`config.mk`:
```
export PLATFORM = sky130hd
export DESIGN_NAME = pinbank_ctrl
export DESIGN_NICKNAME = d
export VERILOG_FILES = /design/src/rtl/pinbank_pkg.sv /design/src/rtl/pinbank_sync.sv /design/src/rtl/pinbank_event.sv /design/src/rtl/pinbank_regs.sv /design/src/rtl/pinbank_ctrl.sv
export SDC_FILE = /design/constraint.sdc
export NUM_CORES = 1
export LEC_CHECK = 0
export ABC_AREA = 0
export BUFFER_PORTS_ARGS = -buffer_cell sky130_fd_sc_hd__buf_4
export CAP_MARGIN = 20
export CORE_MARGIN = 2
export CORE_UTILIZATION = 59
export CTS_CLUSTER_DIAMETER = 150
export DETAILED_ROUTE_END_ITERATION = 10
export GPL_ROUTABILITY_DRIVEN = 0
export PLACE_DENSITY = 0.8
export RECOVER_POWER = 50
export SLEW_MARGIN = 20
export SYNTH_ARGS = -nofsm -noshare
export SYNTH_HDL_FRONTEND = slang
export SYNTH_SLANG_ARGS = --single-unit
```
`constraint.sdc`:
```
create_clock -name clk -period 14.7 [get_ports clk]
set_clock_uncertainty 0.1 [all_clocks]
set_input_delay 2.205 -clock clk [delete_from_list [all_inputs] [get_ports clk]]
set_output_delay 2.205 -clock clk [all_outputs]
set_load 0.02 [all_outputs]
```
`src/rtl/pinbank_pkg.sv`:
```
package pinbank_pkg;

  localparam int unsigned BUS_W = 32;

  // Word index = byte address / 4
  typedef enum logic [3:0] {
    RG_HANDOFF = 4'd0,
    RG_DIR     = 4'd1,
    RG_DRVEN   = 4'd2,
    RG_DOUT    = 4'd3,
    RG_PADLVL  = 4'd4,
    RG_MASK    = 4'd5,
    RG_UNMASK  = 4'd6,
    RG_SETMASK = 4'd7,
    RG_STATUS  = 4'd8,
    RG_KIND    = 4'd9,
    RG_POL     = 4'd10,
    RG_BOTH    = 4'd11
  } reg_sel_e;

  localparam int unsigned NUM_WORDS = 12;

endpackage

```
`src/rtl/pinbank_sync.sv`:
```
module pinbank_sync #(
  parameter int unsigned NPINS = 32
) (
  input  logic             clk,
  input  logic             rst_n,
  input  logic [NPINS-1:0] pad_i,
  output logic [NPINS-1:0] sync_o
);

  logic [NPINS-1:0] meta_q;
  logic [NPINS-1:0] stab_q;

  for (genvar g = 0; g < NPINS; g++) begin : g_pin
    always_ff @(posedge clk or negedge rst_n) begin
      if (!rst_n) begin
        meta_q[g] <= 1'b0;
        stab_q[g] <= 1'b0;
      end else begin
        meta_q[g] <= pad_i[g];
        stab_q[g] <= meta_q[g];
      end
    end
  end

  assign sync_o = stab_q;

endmodule

```
`src/rtl/pinbank_event.sv`:
```
module pinbank_event #(
  parameter int unsigned NPINS = 32
) (
  input  logic             clk,
  input  logic             rst_n,
  input  logic [NPINS-1:0] lvl_i,    // synchronised pad levels
  input  logic [NPINS-1:0] kind_i,   // 1 = level, 0 = edge
  input  logic [NPINS-1:0] pol_i,    // high/rising = 1
  input  logic [NPINS-1:0] both_i,   // edge mode: both edges
  input  logic             clr_i,    // status read this cycle
  output logic [NPINS-1:0] status_o
);

  logic [NPINS-1:0] prev_q;
  logic [NPINS-1:0] status_q;
  logic [NPINS-1:0] status_d;
  logic [NPINS-1:0] hit;

  for (genvar g = 0; g < NPINS; g++) begin : g_det
    logic rise;
    logic fall;
    logic lvl_match;
    assign rise      = lvl_i[g] & ~prev_q[g];
    assign fall      = ~lvl_i[g] & prev_q[g];
    assign lvl_match = (lvl_i[g] == pol_i[g]);

    always_comb begin
      if (kind_i[g])      hit[g] = lvl_match;
      else if (both_i[g]) hit[g] = rise | fall;
      else if (pol_i[g])  hit[g] = rise;
      else                hit[g] = fall;
    end
  end

  // Set has priority over the read clear
  always_comb begin
    status_d = clr_i ? '0 : status_q;
    status_d = status_d | hit;
  end

  always_ff @(posedge clk or negedge rst_n) begin
    if (!rst_n) begin
      prev_q   <= '0;
      status_q <= '0;
    end else begin
      prev_q   <= lvl_i;
      status_q <= status_d;
    end
  end

  assign status_o = status_q;

  assert_set_R10 : assert property (@(posedge clk) disable iff (!rst_n)
    (|hit) |=> ((status_q & $past(hit)) == $past(hit)));

  assert_clear_R10 : assert property (@(posedge clk) disable iff (!rst_n)
    clr_i |=> ((status_q & ~$past(hit)) == '0));

endmodule

```
`src/rtl/pinbank_regs.sv`:
```
module pinbank_regs
  import pinbank_pkg::*;
#(
  parameter int unsigned NPINS = 32,
  parameter int unsigned AW    = 6
) (
  input  logic             clk,
  input  logic             rst_n,
  input  logic             bus_sel,
  input  logic             bus_wr,
  input  logic [AW-1:0]    bus_addr,
  input  logic [BUS_W-1:0] bus_wdata,
  output logic [BUS_W-1:0] bus_rdata,
  input  logic [NPINS-1:0] lvl_i,
  input  logic [NPINS-1:0] status_i,
  output logic [NPINS-1:0] handoff_o,
  output logic [NPINS-1:0] dir_o,
  output logic [NPINS-1:0] drven_o,
  output logic [NPINS-1:0] dout_o,
  output logic [NPINS-1:0] mask_o,
  output logic [NPINS-1:0] kind_o,
  output logic [NPINS-1:0] pol_o,
  output logic [NPINS-1:0] both_o,
  output logic             stat_clr_o
);

  localparam int unsigned IW = AW - 2;

  logic [IW-1:0]    widx;
  logic             in_range;
  reg_sel_e         rsel;
  logic             wr_hit;
  logic             rd_hit;
  logic [NPINS-1:0] wbits;

  logic [NPINS-1:0] handoff_q, handoff_d;
  logic [NPINS-1:0] dir_q, dir_d;
  logic [NPINS-1:0] drven_q, drven_d;
  logic [NPINS-1:0] dout_q, dout_d;
  logic [NPINS-1:0] mask_q, mask_d;
  logic [NPINS-1:0] kind_q, kind_d;
  logic [NPINS-1:0] pol_q, pol_d;
  logic [NPINS-1:0] both_q, both_d;

  function automatic logic [BUS_W-1:0] widen(input logic [NPINS-1:0] v);
    logic [BUS_W-1:0] r;
    r = '0;
    r[NPINS-1:0] = v;
    return r;
  endfunction

  assign widx     = bus_addr[AW-1:2];
  assign in_range = (widx < IW'(NUM_WORDS));
  assign rsel     = reg_sel_e'(widx[3:0]);
  assign wr_hit   = bus_sel & bus_wr & in_range;
  assign rd_hit   = bus_sel & ~bus_wr & in_range;
  assign wbits    = bus_wdata[NPINS-1:0];

  // Next state
  always_comb begin
    handoff_d = handoff_q;
    dir_d     = dir_q;
    drven_d   = drven_q;
    dout_d    = dout_q;
    mask_d    = mask_q;
    kind_d    = kind_q;
    pol_d     = pol_q;
    both_d    = both_q;
    if (wr_hit) begin
      case (rsel)
        RG_HANDOFF: handoff_d = wbits;
        RG_DIR:     dir_d     = wbits;
        RG_DRVEN:   drven_d   = wbits;
        RG_DOUT:    dout_d    = wbits;
        RG_UNMASK:  mask_d    = mask_q & ~wbits;
        RG_SETMASK: mask_d    = mask_q | wbits;
        RG_KIND:    kind_d    = wbits;
        RG_POL:     pol_d     = wbits;
        RG_BOTH:    both_d    = wbits;
        default:    ;
      endcase
    end
  end

  // Registers, written only on a bus write
  always_ff @(posedge clk or negedge rst_n) begin
    if (!rst_n) begin
      handoff_q <= '1;
      dir_q     <= '1;
      drven_q   <= '0;
      dout_q    <= '0;
      mask_q    <= '1;
      kind_q    <= '0;
      pol_q     <= '0;
      both_q    <= '0;
    end else if (wr_hit) begin
      handoff_q <= handoff_d;
      dir_q     <= dir_d;
      drven_q   <= drven_d;
      dout_q    <= dout_d;
      mask_q    <= mask_d;
      kind_q    <= kind_d;
      pol_q     <= pol_d;
      both_q    <= both_d;
    end
  end

  // Read mux
  always_comb begin
    bus_rdata = '0;
    if (rd_hit) begin
      case (rsel)
        RG_HANDOFF: bus_rdata = widen(handoff_q);
        RG_DIR:     bus_rdata = widen(dir_q);
        RG_DRVEN:   bus_rdata = widen(drven_q);
        RG_DOUT:    bus_rdata = widen(dout_q);
        RG_PADLVL:  bus_rdata = widen(lvl_i);
        RG_MASK:    bus_rdata = widen(mask_q);
        RG_STATUS:  bus_rdata = widen(status_i);
        RG_KIND:    bus_rdata = widen(kind_q);
        RG_POL:     bus_rdata = widen(pol_q);
        RG_BOTH:    bus_rdata = widen(both_q);
        default:    bus_rdata = '0;
      endcase
    end
  end

  assign stat_clr_o = rd_hit && (rsel == RG_STATUS);

  assign handoff_o = handoff_q;
  assign dir_o     = dir_q;
  assign drven_o   = drven_q;
  assign dout_o    = dout_q;
  assign mask_o    = mask_q;
  assign kind_o    = kind_q;
  assign pol_o     = pol_q;
  assign both_o    = both_q;

  assert_unmask_R5 : assert property (@(posedge clk) disable iff (!rst_n)
    (wr_hit && rsel == RG_UNMASK) |=> ((mask_q & $past(wbits)) == '0));

  assert_setmask_R5 : assert property (@(posedge clk) disable iff (!rst_n)
    (wr_hit && rsel == RG_SETMASK) |=> ((mask_q & $past(wbits)) == $past(wbits)));

  assert_keep_R5 : assert property (@(posedge clk) disable iff (!rst_n)
    (wr_hit && (rsel == RG_UNMASK || rsel == RG_SETMASK))
      |=> ((mask_q & ~$past(wbits)) == ($past(mask_q) & ~$past(wbits))));

endmodule

```
`src/rtl/pinbank_ctrl.sv`:
```
module pinbank_ctrl
  import pinbank_pkg::*;
#(
  parameter int unsigned NPINS = 32,
  parameter int unsigned AW    = 6
) (
  input  logic             clk,
  input  logic             rst_n,
  input  logic             bus_sel,
  input  logic             bus_wr,
  input  logic [AW-1:0]    bus_addr,
  input  logic [31:0]      bus_wdata,
  output logic [31:0]      bus_rdata,
  input  logic [NPINS-1:0] pin_in,
  output logic [NPINS-1:0] pin_out,
  output logic [NPINS-1:0] pin_oe,
  output logic [NPINS-1:0] alt_sel,
  output logic             irq
);

  initial begin
    assert_width_cfg : assert (NPINS >= 1 && NPINS <= BUS_W && AW >= 6);
  end

  // Reset release synchroniser
  logic [1:0] rst_sync_q;
  logic       rst_int_n;

  always_ff @(posedge clk or negedge rst_n) begin
    if (!rst_n) rst_sync_q <= 2'b00;
    else        rst_sync_q <= {rst_sync_q[0], 1'b1};
  end
  assign rst_int_n = rst_sync_q[1];

  logic [NPINS-1:0] lvl;
  logic [NPINS-1:0] status;
  logic [NPINS-1:0] handoff, dir, drven, dout, mask, kind, pol, both;
  logic             stat_clr;
  logic [NPINS-1:0] drive;

  pinbank_sync #(.NPINS(NPINS)) u_sync (
    .clk    (clk),
    .rst_n  (rst_int_n),
    .pad_i  (pin_in),
    .sync_o (lvl)
  );

  pinbank_regs #(.NPINS(NPINS), .AW(AW)) u_regs (
    .clk        (clk),
    .rst_n      (rst_int_n),
    .bus_sel    (bus_sel),
    .bus_wr     (bus_wr),
    .bus_addr   (bus_addr),
    .bus_wdata  (bus_wdata),
    .bus_rdata  (bus_rdata),
    .lvl_i      (lvl),
    .status_i   (status),
    .handoff_o  (handoff),
    .dir_o      (dir),
    .drven_o    (drven),
    .dout_o     (dout),
    .mask_o     (mask),
    .kind_o     (kind),
    .pol_o      (pol),
    .both_o     (both),
    .stat_clr_o (stat_clr)
  );

  pinbank_event #(.NPINS(NPINS)) u_event (
    .clk      (clk),
    .rst_n    (rst_int_n),
    .lvl_i    (lvl),
    .kind_i   (kind),
    .pol_i    (pol),
    .both_i   (both),
    .clr_i    (stat_clr),
    .status_o (status)
  );

  // Pad side: drive only outputs not handed off
  assign drive   = ~handoff & ~dir & drven;
  assign pin_oe  = drive;
  assign pin_out = dout & drive;
  assign alt_sel = handoff;
  assign irq     = |(status & ~mask);

  assert_quiet_R9 : assert property (@(posedge clk) disable iff (!rst_int_n)
    (mask == '1) |-> !irq);

endmodule

```
==> results of run 1 <==
==> sequential cells by signal (all words and copies together), names as in the netlist, named ones only <==
name and cells:
u_event.prev_q 32, u_regs.drven_o 32, rst_sync_q 2, u_regs.handoff_o 32
u_sync.sync_o 32, u_sync.meta_q 32, u_regs.dout_o 32, u_regs.kind_o 32
u_regs.pol_o 32, u_event.status_o 32, u_regs.both_o 32, u_regs.dir_o 32
==> report_power, final <==
group          switching, mW  internal (mW)
Sequential             0.148           1.23
Combinational          0.205          0.215
Clock                  0.424          0.588
Total                  0.778           2.04
==> final cells by class <==
class	instances	area (sq um)
Tap cell	390	488
Clock inverter	17	149
Fill cell	2028	8480
Multi-Input combinational cell	819	7600
Inverter	102	383
Antenna cell	2	5.00
Sequential cell	386	9780
Timing Repair Buffer	227	1710
Clock buffer	59	1190
==> kinds of logic (layout without fill, tap and decap cells) <==
family	count (synthesis)	in the layout	share of synthesized area, %
DFF	386	386	54.4
AOI/OAI and AO/OA	305	305	13.7
muxes	256	256	16.0
buffers and inverters	174	405	4.02
and+or+nand+nor	161	161	5.80
adders and majority gates	64	64	4.45
xor gates and xnor gates	32	32	1.56
other	1	3	0.0209
==> per-stage QoR <==
step | setup WS, ps | hold WS [ps]
final | 7710 | 242
after global routing | 7640 | 251
after CTS | 7770 | 244
after detailed placement | 7790 | 236
after global placement | 7760 | 232
after floorplan | 3210 | 231
==> layout by cell type (no fill, tap or decap), types with 37 or more instances in the layout <==
master | Yosys | routed
a22oi_1 | 52 | 52
dfrtp_1 | 290 | 289
dfstp_2 | 96 | 96
a22o_1 | 54 | 54
inv_1 | 102 | 102
clkbuf_16 | 0 | 41
mux2_2 | 236 | 236
a211oi_1 | 64 | 64
buf_4 | 4 | 189
ha_1 | 64 | 64
nand2_1 | 37 | 37
a221oi_1 | 54 | 54
==> final timing paths <==
path                                     endpoint  cells past startpoint  slack, ps
worst max-delay path                bus_rdata[31]                      7       7710
max in group asynchronous       u_sync.meta_q[20]                      2       9270
worst max register to register  u_sync.meta_q[20]                      2       9270
min in group asynchronous         u_regs.pol_o[6]                      1        440
worst min-delay path             u_sync.sync_o[2]                      0        240
worst min register to register   u_sync.sync_o[2]                      0        240
==> layer usage <==
layer / routed length, um / global-route usage [%]
met4: 2160 / 14.3
met5: 0 / 0
met2: 23100 / 49.2
met3: 4240 / 5.90
met1: 19300 / 41.3
==> worst max-delay path: stages <==
cell,delay [ps]
buf_4,200
nor4bb_4,860
buf_4,530
a22o_1,210
a221oi_1,50
a31oi_1,390
buf_4,220
==> impl_results.rst, run 1 <==
.. list-table::
   :header-rows: 1

   * - Metric
     - Value
   * - Iter 0 DRT Violations
     - 1317
   * - Clock root buffer
     - clkbuf_16
   * - Hold buffer count at CTS
     - 0
   * - Synth Flop Type
     - dfrtp_1
   * - Top Ports
     - just over 200
   * - Power density cells
     - between 100 and 150 nW/um^2
   * - Total detailed-routing wirelength
     - ~49000 um
   * - Die extent in y
     - approximately 180 um
   * - First element of the critical path
     - bus_addr[2]
   * - Layout cell share with drive strength beyond 1
     - a little under 40%
   * - Synth area leaders
     - dfrtp_1 40%, mux2_2 15%, dfstp_2 14%, ha_1 4.5%, a211oi_1 2.7%
   * - Crit path capture type
     - primary output
   * - Critical Setup Path Class
     - primary input to primary output
   * - Via total after detailed routing
     - 13000
   * - Most repeated cell in the gate-level netlist after synthesis
     - dfrtp_1
   * - Total design power
     - around 2.8 mW
   * - Required time reported for the critical path endpoint
     - about 12000 ps
   * - Reg-to-reg critical path startpoint
     - rst_sync_q[1]
   * - Number of iterations in the first detailed-routing pass
     - 6
   * - Setup repair after global routing missed its margin
     - no
   * - Number of distinct standard cells referenced by the synthesized netlist
     - 35
   * - Number of gates given a new drive strength after cts
     - 0
   * - Slew at the pin closest to its max-slew limit
     - roughly 4400 ps
   * - Global-route wire length before repair
     - about 75000 um
   * - DRC violation count after routing
     - 0
   * - Register bit total from synthesis
     - around 390
   * - Syn avg cell area
     - roughly 13 sq um
   * - Top cell types by occurrence after synthesis
     - 290 x dfrtp_1, 236 x mux2_2, 102 x inv_1, 96 x dfstp_2
   * - Final period demand of the worst path
     - 6990 ps
   * - Die boundary width
     - about 180 um
   * - Max-cap violations
     - 3
   * - Inserted Clock Buffers
     - 41
   * - Via-to-Cell Ratio
     - 6.51
   * - Post-Syn Instances
     - about 1400
   * - Area of the core
     - between 20000 and 30000 sq um
   * - Sum of net half-perimeters after detailed placement
     - 31300 um
   * - Proportion of netlist area held by the largest area contributor
     - between 40 and 50%
   * - Design area
     - between 20000 and 25000 sq um
   * - Endpoints failing setup
     - 0
   * - Peak ir drop on the vdd network
     - 0.000114 V
   * - Tcrit/Tclk final
     - a little under half
   * - Final TNS setup
     - 0 ps
   * - Hold Crit Start
     - u_sync.meta_q[2]
   * - Total congestion overflow after global routing
     - 0
   * - Fraction of the core area covered by cells at the end of the flow
     - 71.5%
   * - Achievable clock frequency
     - roughly 140 MHz
   * - Inst Count DP
     - 1924
   * - Final Hold Viols
     - 0
   * - Area after DPL
     - 20000 sq um
   * - Cell taking the most area after synthesis
     - dfrtp_1
   * - Synthesis-to-finish area growth
     - 18.5%
   * - Number of cells in the finished layout apart from fillers
     - between 2000 and 2500
   * - Die Area
     - between 30000 and 40000 sq um
   * - Number of antenna violations at the first check in global routing
     - 2
   * - Area of the mapped netlist
     - 18000 sq um
   * - Number of flops mapped to enable cells by yosys
     - 0
   * - Endpoint arrival time on the critical path
     - 4680 ps
   * - Total of warnings raised by yosys
     - 0
   * - Port-buffer cells
     - 200
   * - Post-CTS Setup Bufs
     - 0
   * - TritonCTS clock tree
     - built
   * - Number of standard-cell rows in the floorplan
     - 63
   * - Maximum number of pins on one net before global-route repair
     - between 150 and 200
   * - Maximum fanout along the worst path
     - 23
   * - Buffer levels on the longest clock path
     - 3
   * - Total clock sinks
     - about 390
   * - Clock-pin transition on the worst setup and hold timing paths
     - 60 ps
   * - Overall track demand over capacity in global routing
     - 30.9%
   * - Min-Delay Path Class
     - flop to flop
   * - Final max-slew violation count
     - between 200 and 250
   * - Antenna viol nets, final
     - 0
   * - Number of nets produced by synthesis
     - around 1500
   * - Violations in the final reports
     - capacitance limit, slew limit
   * - Run status
     - finished with violations
   * - Via count of the first global-routing pass
     - 13300
   * - Static leakage power
     - ~9.5 nW
   * - Starting density of the core
     - between 60% and 70%
   * - Max-Slew Margin vs Limit
     - -194%
   * - Clock network latency to the later pin of the worst-skew pair
     - approximately 540 ps
   * - Part of the Yosys area used for sequential elements
     - between 50% and 60%
   * - CP startpoint kind
     - primary input
   * - Number of nets in the layout
     - roughly 1700
   * - Share of synthesized flip-flops with an asynchronous set or reset
     - between 90% and 100%
   * - Count of H-tree levels built during CTS
     - 2
   * - Avg WL per Cell
     - 24.4 um
Power figures use the tool's default switching activity.
==> run 2: changes to the inputs <==
- clock period: 14.7 -> 7.1 ns (I/O delays scaled with it)
==> run 2 against run 1 <==
Net effect: the run still ends with capacitance limit, slew limit left; utilization grew 0.44 points; combinational power grew 110%; routed wire length grew 0.32%; die area is the same; sequential cell count is the same; sequential share of layout area shrank 0.30 points; clock-buffer cell count shrank 8; power grew 120%; sequential power grew 110%; non-clock buffer count grew 3; critical path type unchanged; highest routed layer unchanged.
==> impl_results.rst, run 2 (synthesis gave the netlist of run 1 again) <==
.. list-table::
   :header-rows: 1

   * - Metric
     - Value
   * - Run status
     - finished with violations
   * - Total clock sinks
     - 386 (unchanged)
   * - Die boundary width
     - 179 um (unchanged)
   * - Maximum number of pins on one net before global-route repair
     - 161 (-14%)
   * - Net switching power figure
     - 1.62 mW (+110%)
   * - Combinational power share
     - 14.3% (-0.6 points)
   * - Final period demand of the worst path
     - between 5000 and 6000 ps
   * - Maximum cell stage delay along the critical path
     - 850 ps (about the same)
   * - Final TNS setup
     - 0 ps (unchanged)
   * - Antenna viol nets, final
     - 0 (unchanged)
   * - Reg area
     - 9780 sq um (about the same)
   * - Reg-to-reg critical path startpoint
     - rst_sync_q[1]
   * - Highest-count cells in the layout ignoring fill and taps
     - 290 x dfrtp_1, 236 x mux2_2, 191 x buf_4
   * - Avg WL per Cell
     - 24.4 um (+0.27%)
   * - Register share of total power
     - 47.2% (-1.9 points)
   * - Number of antenna violations at the first check in global routing
     - 2 (unchanged)
   * - Count of H-tree levels built during CTS
     - 2 (unchanged)
   * - Via-to-Cell Ratio
     - 6.45 (-0.97%)
   * - Slew at the pin closest to its max-slew limit
     - 3040 ps (-1370 ps)
   * - Most common cell after layout, fill and taps aside
     - dfrtp_1
   * - Worst slack after detailed placement
     - 2520 ps (-5270 ps)
   * - Critical Setup Path Class
     - primary input to primary output
   * - Inserted Clock Buffers
     - 40 (-2.4%)
   * - Total detailed-routing wirelength
     - 48900 um (+0.32%)
   * - Port-buffer cells
     - 200 (unchanged)
   * - TritonCTS clock tree
     - built
   * - Register-to-register setup slack
     - 2380 ps (-6890 ps)
   * - Clock network latency to the later pin of the worst-skew pair
     - 540 ps (about the same)
   * - End of the critical path
     - bus_rdata[20]
   * - Tcrit/Tclk final
     - about 72%
   * - Reg2reg path depth
     - 1 (-1)
   * - Die Area
     - 31900 sq um (unchanged)
   * - Area taken by multi-input logic gates
     - 7570 sq um (-0.40%)
   * - Critical path's slowest cell
     - nor4b_4
   * - Critical Path Most Common Cell
     - buf_4
   * - Final-layout worst hold slack
     - 202 ps (-39.8 ps)
   * - Power density cells
     - 283 nW/um^2 (+110%)
   * - Die extent in y
     - 179 um (unchanged)
   * - Via count of the first global-routing pass
     - 13300 (-0.068%)
   * - Area of the core
     - 29800 sq um (unchanged)
   * - Setup repair after global routing missed its margin
     - no
   * - Overall track demand over capacity in global routing
     - 31.1% (+0.14 points)
   * - Violations in the final reports
     - capacitance limit, slew limit
   * - Global-route wire length before repair
     - 75500 um (+0.93%)
   * - Final max-slew violation count
     - 183 (-10%)
   * - Number of gates given a new drive strength after cts
     - 0 (unchanged)
   * - Sum of net half-perimeters after detailed placement
     - 31500 um (+0.83%)
   * - Buffer levels on the longest clock path
     - 3 (unchanged)
   * - Cell-by-cell listing of the critical path
     - clkbuf_1, nor4b_4, buf_4, a22o_1, a221oi_1, a31oi_1, buf_4
   * - Starting density of the core
     - 60.3% (unchanged)
   * - Static leakage power
     - 9.60 nW (+0.61%)
   * - Endpoints failing setup
     - 0 (unchanged)
   * - Cell internal pwr
     - 4.45 mW (+120%)
   * - First element of the critical path
     - bus_addr[3]
   * - Top Ports
     - 203 (unchanged)
   * - Number of nets in the layout
     - 1717 (+0.12%)
   * - Min-Delay Path Class
     - primary input to asynchronous set/reset pin
   * - Capturing point of the worst reg2reg path
     - u_regs.pol_o[30]
   * - Via total after detailed routing
     - 12900 (-0.92%)
   * - Setup slack of the critical path after layout
     - 1960 ps (-5750 ps)
   * - Max-Slew Margin vs Limit
     - -102% (+91 points)
   * - Max-cap violations
     - 3 (unchanged)
   * - Crit path capture type
     - primary output
   * - Number of iterations in the first detailed-routing pass
     - 5 (-1)
   * - Hold buffer count at CTS
     - 0 (unchanged)
   * - Total congestion overflow after global routing
     - 0 (unchanged)
   * - Synthesis-to-finish area growth
     - 19.3%
   * - Sw frac
     - 26.6% (-1.0 points)
   * - Achievable clock frequency
     - between 150 and 200 MHz
   * - Clock root buffer
     - clkbuf_16
   * - Clock-pin transition on the worst setup and hold timing paths
     - 60 ps (about the same)
   * - Maximum fanout along the worst path
     - 24 (+4.3%)
   * - Iter 0 DRT Violations
     - 1149 (-13%)
   * - Endpoint arrival time on the critical path
     - 3970 ps (-710 ps)
   * - Final Hold Viols
     - 0 (unchanged)
   * - Required time reported for the critical path endpoint
     - 5930 ps (-6470 ps)
   * - Number of standard-cell rows in the floorplan
     - 63 (unchanged)
   * - FILL cells
     - 2030 (+0.099%)
   * - DRC violation count after routing
     - 0 (unchanged)
   * - Post-CTS Setup Bufs
     - 0 (unchanged)
   * - Peak ir drop on the vdd network
     - 0.000205 V (+80%)
   * - Clock share of power
     - 38.5% (+2.5 points)
   * - CP startpoint kind
     - primary input
   * - Layout cell share with drive strength beyond 1
     - 39.9% (+0.16 points)
[run 2: power by group through the flow]
stage / clock network, mW / logic (mW) / registers [mW]
after floorplan: 0 / 0.513 / 2.85
after global placement: 0 / 0.829 / 2.87
after detailed placement: 0 / 0.867 / 2.89
after CTS: 2.36 / 0.874 / 2.86
after global routing: 2.47 / 0.932 / 2.91
final: 2.34 / 0.865 / 2.87
[run 2: worst max-delay path: cells and delay by family]
| kind | cells | cell delay (ps) |
|---|---|---|
| AND/OR/NAND/NOR | 1 | 850 |
| AO/OA/AOI/OAI | 3 | 610 |
| buffers and inverters | 3 | 1430 |
[run 2: cell type report]
class | instances | area share, %
Timing Repair Buffer | 230 | 8.09
Inverter | 102 | 1.79
Tap cell | 390 | 2.28
Clock inverter | 23 | 1.68
Clock buffer | 51 | 5.24
Multi-Input combinational cell | 819 | 35.3
Antenna cell | 2 | 0.0233
Sequential cell | 386 | 45.6
[run 2: worst min-delay path by stage]
stage,depth (start not counted),from,slack (ps),to
finish,1,rst_n,200,rst_sync_q[0]
global route,1,rst_n,190,rst_sync_q[0]
CTS,1,rst_n,190,rst_sync_q[1]
detailed placement,0,u_sync.meta_q[11],230,u_sync.sync_o[11]
global placement,0,u_sync.meta_q[5],230,u_sync.sync_o[5]
floorplan,0,rst_sync_q[0],230,rst_sync_q[1]
[run 2: through the flow]
step                      cell area [sq um]  cells  power, mW  util, %
after global placement                20000   1926       3.70     67.1
after global routing                  21400   2002       6.30     72.0
after CTS                             21500   2001       6.10     72.2
after floorplan                       18000   1379       3.37        -
after detailed placement              20000   1927       3.76     67.2
final                                 21400   2003       6.07     72.0
[run 2: metal layers]
layer  wire length, um  GRT usage (%)
met5                 0              0
met4              2110           13.2
met1             19300           41.5
met2             23400           50.0
met3              4090           5.86
